===== src/rtl/cpu_status_regs.sv =====
module cpu_status_regs #(
  parameter int XLEN      = 32,
  parameter int FLAG_BITS = 4,
  parameter int CTRL_BITS = 3
) (
  input  logic                 clk,
  input  logic                 rst_n,
  input  logic                 alu_upd,
  input  logic [FLAG_BITS-1:0] alu_flags,
  input  logic                 wr_en,
  input  logic                 wr_sel,
  input  logic [XLEN-1:0]      wr_data,
  input  logic                 rd_sel,
  output logic [XLEN-1:0]      rd_data,
  output logic                 irq_en,
  output logic                 user_mode,
  output logic                 dma_en,
  output logic                 priv_fault
);
  localparam int IRQ_B  = 0;
  localparam int USER_B = 1;
  localparam int DMA_B  = 2;

  logic [FLAG_BITS-1:0] flags_q;
  logic [CTRL_BITS-1:0] ctrl_q;
  logic                 fault_q;

  wire sw_flag = wr_en && !wr_sel;
  wire sw_ctrl = wr_en &&  wr_sel;
  wire blocked = sw_ctrl &&  ctrl_q[USER_B];

  always_ff @(posedge clk) begin
    if (!rst_n) begin
      flags_q <= '0;
    end else if (sw_flag) begin
      flags_q <= wr_data[FLAG_BITS-1:0];
    end else if (alu_upd) begin
      flags_q <= alu_flags;
    end
  end

  always_ff @(posedge clk) begin
    if (!rst_n) begin
      ctrl_q  <= '0;
      fault_q <= 1'b0;
    end else begin
      fault_q <= blocked;
      if (sw_ctrl && !ctrl_q[USER_B])
        ctrl_q <= wr_data[CTRL_BITS-1:0];
    end
  end

  assign rd_data    = rd_sel ? XLEN'(ctrl_q) : XLEN'(flags_q);
  assign irq_en     = ctrl_q[IRQ_B];
  assign user_mode  = ctrl_q[USER_B];
  assign dma_en     = ctrl_q[DMA_B];
  assign priv_fault = fault_q;
endmodule



===== config.mk =====
export PLATFORM = sky130hd
export DESIGN_NAME = cpu_status_regs
export DESIGN_NICKNAME = d
export VERILOG_FILES = /design/src/rtl/cpu_status_regs.sv
export SDC_FILE = /design/constraint.sdc
export NUM_CORES = 1
export LEC_CHECK = 0
export ABC_AREA = 0
export BUFFER_PORTS_ARGS = -buffer_cell sky130_fd_sc_hd__buf_2
export CORE_AREA = 2 2 46 48
export DETAILED_ROUTE_END_ITERATION = 6
export DIE_AREA = 0 0 48 50
export MAX_ROUTING_LAYER = met4
export PLACE_DENSITY_LB_ADDON = 0.12
export SETUP_SLACK_MARGIN = 0.1
export SYNTH_ARGS = -nofsm -noshare
export SYNTH_HDL_FRONTEND = slang
export SYNTH_SLANG_ARGS = --single-unit

===== constraint.sdc =====
create_clock -name clk -period 2.7 [get_ports clk]
set_clock_uncertainty 0.2 [all_clocks]
set_input_delay 0.27 -clock clk [delete_from_list [all_inputs] [get_ports clk]]
set_output_delay 0.27 -clock clk [all_outputs]
set_load 0.005 [all_outputs]

==> impl_metrics.json, run 1 <==
{
  "synthCells": 66,
  "hold_viol": 0,
  "dr_total_vias": 424,
  "num_rows": 16,
  "r2r_slack_ns": 1.61,
  "cts_tree": "built",
  "hold_path.class": "input port to flop",
  "outcome": "finished clean",
  "fmax_mhz": 678,
  "grt_max_degree": 9,
  "timing.critical_path.to_type": "output port",
  "synthFlopType": "dfxtp_1",
  "via_per_inst": 3.69,
  "highest_layer": "met4",
  "post-route-drc-count": 0,
  "utilization_pct": 33.6,
  "vdd_ir_drop_max_uv": 136,
  "cp_slowest_stage_delay_ns": 0.34,
  "start_util_pct": 31.3,
  "synth_area_leaders": "buf_4 37%, dfxtp_1 27%, mux2i_1 10%",
  "detailed_place_hpwl_um": 846,
  "drv_slew": 0,
  "cp_top_family": "flip-flops",
  "clockRootBuffer": "clkbuf_4",
  "synth-seq-area-share_pct": 26.9,
  "min_period_ns": 1.47,
  "synth_top_area_share_pct": 36.6,
  "first_global_vias": 312,
  "rr_worst_depth": 2,
  "yosys-top-cells-count": "29 x buf_4, 8 x dfxtp_1, 6 x mux2i_1",
  "holdWs_ns": 0.0800,
  "rsz0062_at_grt": "no",
  "syn2layout_area_growth_pct": 7.58,
  "cp-start-kind": "flop",
  "wl_um": 975,
  "crit_path_start": "ctrl_q[1]$_SDFFE_PN0P_",
  "cellLeakagePower_uw": 0.000348,
  "avgRoutedWirePerCell_um": 8.48,
  "core_area_um2": 1900,
  "syn_area_um2": 594,
  "antenna_cells": 0,
  "yosysTopAreaCell": "buf_4",
  "clock_latency_ns": 0.25,
  "tns_ns": 0,
  "grt_antenna_before_repair": 0,
  "setup_violations": 0,
  "cp.arrival_ns": 1.00,
  "portBuffers": 21,
  "r2r_end": "ctrl_q[0]$_SDFFE_PN0P_",
  "wl_met2_um": 484,
  "crit_type": "flop to output port",
  "grt_pass1_wl_mm": 1.30,
  "pin_count": 78,
  "ys_warn_count": 0,
  "cp-endpoint": "rd_data[1]",
  "min_path_cells": 3,
  "fillers": 208,
  "die_height_um": 50,
  "path_max_fanout": 5,
  "cellPowerDensity_nw_per_um2": 424,
  "drt_iter0_markers": 6,
  "finalCritPeriodShare_pct": 54.6,
  "cts_max_path_buffers": 2,
  "path_depth": 2,
  "cts_max_level": 1,
  "synth_seq_cells": 8,
  "syn_area_per_cell_um2": 9.00,
  "critPathSlowestCell": "dfxtp_1",
  "gp_congestion": 0.633,
  "reg2reg_from": "ctrl_q[1]$_SDFFE_PN0P_",
  "cp_cell_sequence": "mux2_1 > buf_2",
  "synth_edf_count": 0,
  "crit_buf_inv": 1,
  "wl_met3_um": 74,
  "yosys.cell_count.top_type": "buf_4",
  "path_clk_slew_ns": 0.05,
  "async_reset_ff_share_pct": 0,
  "detail-route-antenna-nets": 0,
  "gr-usage-all-layers_pct": 8.51,
  "synth.distinct_cells": 16,
  "cts-hold-fix-buffers": 0,
  "wl_met1_um": 378,
  "layout.nets": 132,
  "fin_total_pwr_uw": 271,
  "crit_required_ns": 2.23,
  "die_x_um": 48,
  "cts-resized-gates": 0,
  "maxCapViolCount": 0,
  "dr.pass1.iters": 4,
  "grt_overflow_total": 0,
  "drive_gt1_share_pct": 29.5,
  "cts_made_buffers": 3,
  "cts_setup_buffers": 0,
  "numClockSinks": 8,
  "die_area_um2": 2400
}
==> through the flow <==
step           setup slack [ns]  std cells  instance area, um2
6_report                   1.23        115                 639
5_1_grt                    1.15        115                 639
4_1_cts                    1.22        115                 639
3_5_place_dp               1.38        112                 617
3_3_place_gp               1.38        112                 617
2_1_floorplan              1.61         93                 696
==> registers in the layout (all words and copies together) (netlist names) <==
signal / cells
priv_fault: 1
flags_q: 4
ctrl_q: 3
==> logic make-up (layout without fill, tap and decap cells) <==
family                 after synthesis  count (layout)  share of synthesized area (%)
buffers and inverters               30              25                           37.3
AND/OR/NAND/NOR                     13              13                           13.3
multiplexers                         9               9                           15.8
flip-flops                           8               8                           26.9
AO/OA/AOI/OAI                        5               5                           6.11
other                                1              28                          0.631
==> worst min-delay path by stage <==
| stage | startpoint | to |
|---|---|---|
| final | wr_data[2] | ctrl_q[2]$_SDFFE_PN0P_ |
| after global routing | wr_data[2] | ctrl_q[2]$_SDFFE_PN0P_ |
| after CTS | wr_data[2] | ctrl_q[2]$_SDFFE_PN0P_ |
| after detailed placement | ctrl_q[2]$_SDFFE_PN0P_ | ctrl_q[2]$_SDFFE_PN0P_ |
| after global placement | ctrl_q[0]$_SDFFE_PN0P_ | ctrl_q[0]$_SDFFE_PN0P_ |
| after floorplan | wr_data[0] | ctrl_q[0]$_SDFFE_PN0P_ |
==> worst register-to-register path, stage by stage (launching register included) <==
cell and delay, ns:
dfxtp_1 0.34, and3b_1 0.28, mux2i_1 0.20
==> metal layers <==
layer,vias to the layer above,GRT usage (%)
met3,4,2.20
met5,-,-
met1,180,8.83
met4,0,8.11
met2,30,12.2
li1,210,-
==> where the power goes <==
group	switching, uW	total, uW	internal, uW
Clock	38.3	89.0	50.7
Combinational	28.6	52.7	24.1
Sequential	3.98	130	126
Total	70.9	271	200
==> final cells by class <==
class | count | area (um2) | share of cell area (%)
repair buffers | 21 | 105 | 16.4
inverters | 1 | 3.75 | 0.587
multi-input cells | 55 | 314 | 49.1
well taps | 27 | 33.8 | 5.28
flip-flops and latches | 8 | 160 | 25.0
clock buffers | 3 | 22.5 | 3.52
==> layout by cell type, fill, tap and decap left out, types with 2 or more instances in the layout <==
cell	n
mux2i_1	6
clkbuf_4	3
dfxtp_1	8
conb_1	28
nor3b_1	4
nand2_1	4
a211oi_1	4
mux2_2	2
buf_2	21
No activity file was read; power rests on OpenSTA's default activity.
==> run 2, diff against run 1 <==
--- a/config.mk
+++ b/config.mk
@@ -7,9 +7,9 @@
 export LEC_CHECK = 0
 export ABC_AREA = 0
 export BUFFER_PORTS_ARGS = -buffer_cell sky130_fd_sc_hd__buf_2
-export CORE_AREA = 2 2 46 48
+export CORE_AREA = 2 2 47 49
 export DETAILED_ROUTE_END_ITERATION = 6
-export DIE_AREA = 0 0 48 50
+export DIE_AREA = 0 0 49 51
 export MAX_ROUTING_LAYER = met4
 export PLACE_DENSITY_LB_ADDON = 0.12
 export SETUP_SLACK_MARGIN = 0.1
==> constraint.sdc (replaced) <==
create_clock -name clk -period 1.5 [get_ports clk]
set_clock_uncertainty 0.2 [all_clocks]
set_input_delay 0.15 -clock clk [delete_from_list [all_inputs] [get_ports clk]]
set_output_delay 0.15 -clock clk [all_outputs]
set_load 0.005 [all_outputs]
==> run 2 against run 1 <==
Effect of this change:
- routed wire length is 6.7% higher
- final area up 6.7%
- worst setup slack got worse by 1.1 ns
- sequential share of layout area down 1.4 points
- global-route usage down 0.25 points
- critical path type unchanged
- critical endpoint unchanged
==> impl_metrics.json, run 2 (synthesis results as in run 1) <==
{
  "wl_mm": 1.04,
  "layout.nets": 136,
  "via_per_inst": 3.54,
  "antenna_cells": 0,
  "clockRootBuffer": "clkbuf_4",
  "rsz0062_at_grt": "no",
  "tns_ns": 0,
  "syn2layout_area_growth_pct": 14.7,
  "path_clk_slew_ns": 0.05,
  "maxCapViolCount": 0,
  "pin_count": 78,
  "grt_overflow_total": 0,
  "finalCritPeriodShare_pct": 89.5,
  "detail-route-antenna-nets": 0,
  "dr_total_vias": 425,
  "cts_tree": "built",
  "dpl_cell_area_um2": 618,
  "fmax_mhz": 745,
  "grt_antenna_before_repair": 0,
  "die_x_um": 49,
  "cp.arrival_ns": 0.99,
  "grt_max_degree": 9,
  "numClockSinks": 8,
  "cp-start-kind": "flop",
  "num_rows": 17,
  "start_util_pct": 28.8,
  "crit_required_ns": 1.15,
  "layout_common_cells": "28 x conb_1, 21 x buf_2, 7 x dfxtp_1",
  "gp_congestion": 0.647,
  "regMostFlops": "flags_q",
  "cts_made_buffers": 3,
  "hold_viol": 0,
  "drv_slew": 0,
  "avgRoutedWirePerCell_um": 8.67,
  "cts_max_level": 1,
  "dr.pass1.iters": 4,
  "largest_register_ffs": 4,
  "outcome": "finished clean",
  "setup_violations": 0,
  "die_height_um": 51,
  "crit_type": "flop to output port",
  "timing.critical_path.to_type": "output port",
  "post-route-drc-count": 0,
  "min_period_ns": 1.34,
  "clock_latency_ns": 0.25,
  "cellLeakagePower_uw": 0.000366,
  "path_max_fanout": 5,
  "min_from": "wr_en",
  "drive_gt1_share_pct": 29.3,
  "hold_path.class": "input port to flop",
  "final_cells": 120,
  "die_area_um2": 2500,
  "portBuffers": 21,
  "cts_max_path_buffers": 2,
  "gr-usage-all-layers_pct": 8.26,
  "cellPowerDensity_nw_per_um2": 731,
  "first_global_vias": 335,
  "drt_iter0_markers": 5,
  "final_common_cell": "conb_1",
  "detailed_place_hpwl_um": 848,
  "crit_path_start": "ctrl_q[1]$_SDFFE_PN0P_",
  "final_cell_area_um2": 682,
  "vdd_ir_drop_max_uv": 214,
  "dp.cells": 113,
  "core_area_um2": 2060,
  "reg2reg_from": "ctrl_q[1]$_SDFFE_PN0P_",
  "grt_pass1_wl_mm": 1.44
}
run 2: cell types whose count changed in the layout (fill, tap and decap cells not counted), sizes merged:
| cell | previous run | this run |
|---|---|---|
| dlygate4sd3 | 0 | 4 |
run 2: worst paths after layout:
| kind | slack (ns) | cells after the start | end |
|---|---|---|---|
| worst max register to register | 0.44 | 2 | ctrl_q[0]$_SDFFE_PN0P_ |
| worst max-delay path | 0.16 | 2 | rd_data[1] |
| worst min-delay path | 0.05 | 3 | ctrl_q[1]$_SDFFE_PN0P_ |
| worst min register to register | 0.29 | 2 | ctrl_q[2]$_SDFFE_PN0P_ |
run 2: layer usage:
| metal | up-vias | track usage, % | routed length [um] |
|---|---|---|---|
| li1 | 217 | - | - |
| met1 | 179 | 8.59 | 401 |
| met2 | 27 | 13.2 | 518 |
| met3 | 2 | 1.17 | 101 |
| met4 | 0 | 8.57 | 19 |
| met5 | - | - | 0 |
run 2: repair_timing:
item,CTS,global route
endpoints found under the hold margin,3,0
endpoints found under the setup margin,0,1
hold buffers,4,0
buffers inserted,0,0
gates resized for setup,0,1
run 2: layout make-up:
type	instances	area [um2]
well taps	28	35.0
clock buffers	3	22.5
repair buffers	25	145
inverters	1	3.75
flip-flops and latches	8	161
fillers	243	1380
multi-input cells	55	314
run 2: critical path, cell delays in order (launching register included):
cell and delay (ns):
dfxtp_2 0.34, mux2_1 0.28, buf_2 0.13
run 2: metrics by stage:
step	util [%]	total power, uW	hold WS [ns]	worst slack [ns]
3_5_place_dp	30.0	333	0.227	0.402
2_1_floorplan	-	345	0.0921	0.489
5_1_grt	33.1	529	0.0717	0.112
4_1_cts	33.0	504	0.0501	0.122
6_report	33.1	499	0.0505	0.157
3_3_place_gp	30.0	333	0.222	0.393
run 2: report_power, final:
group	internal, uW	switching [uW]
combinational	50.0	53.2
clock	91.4	70.0
sequential	226	7.82
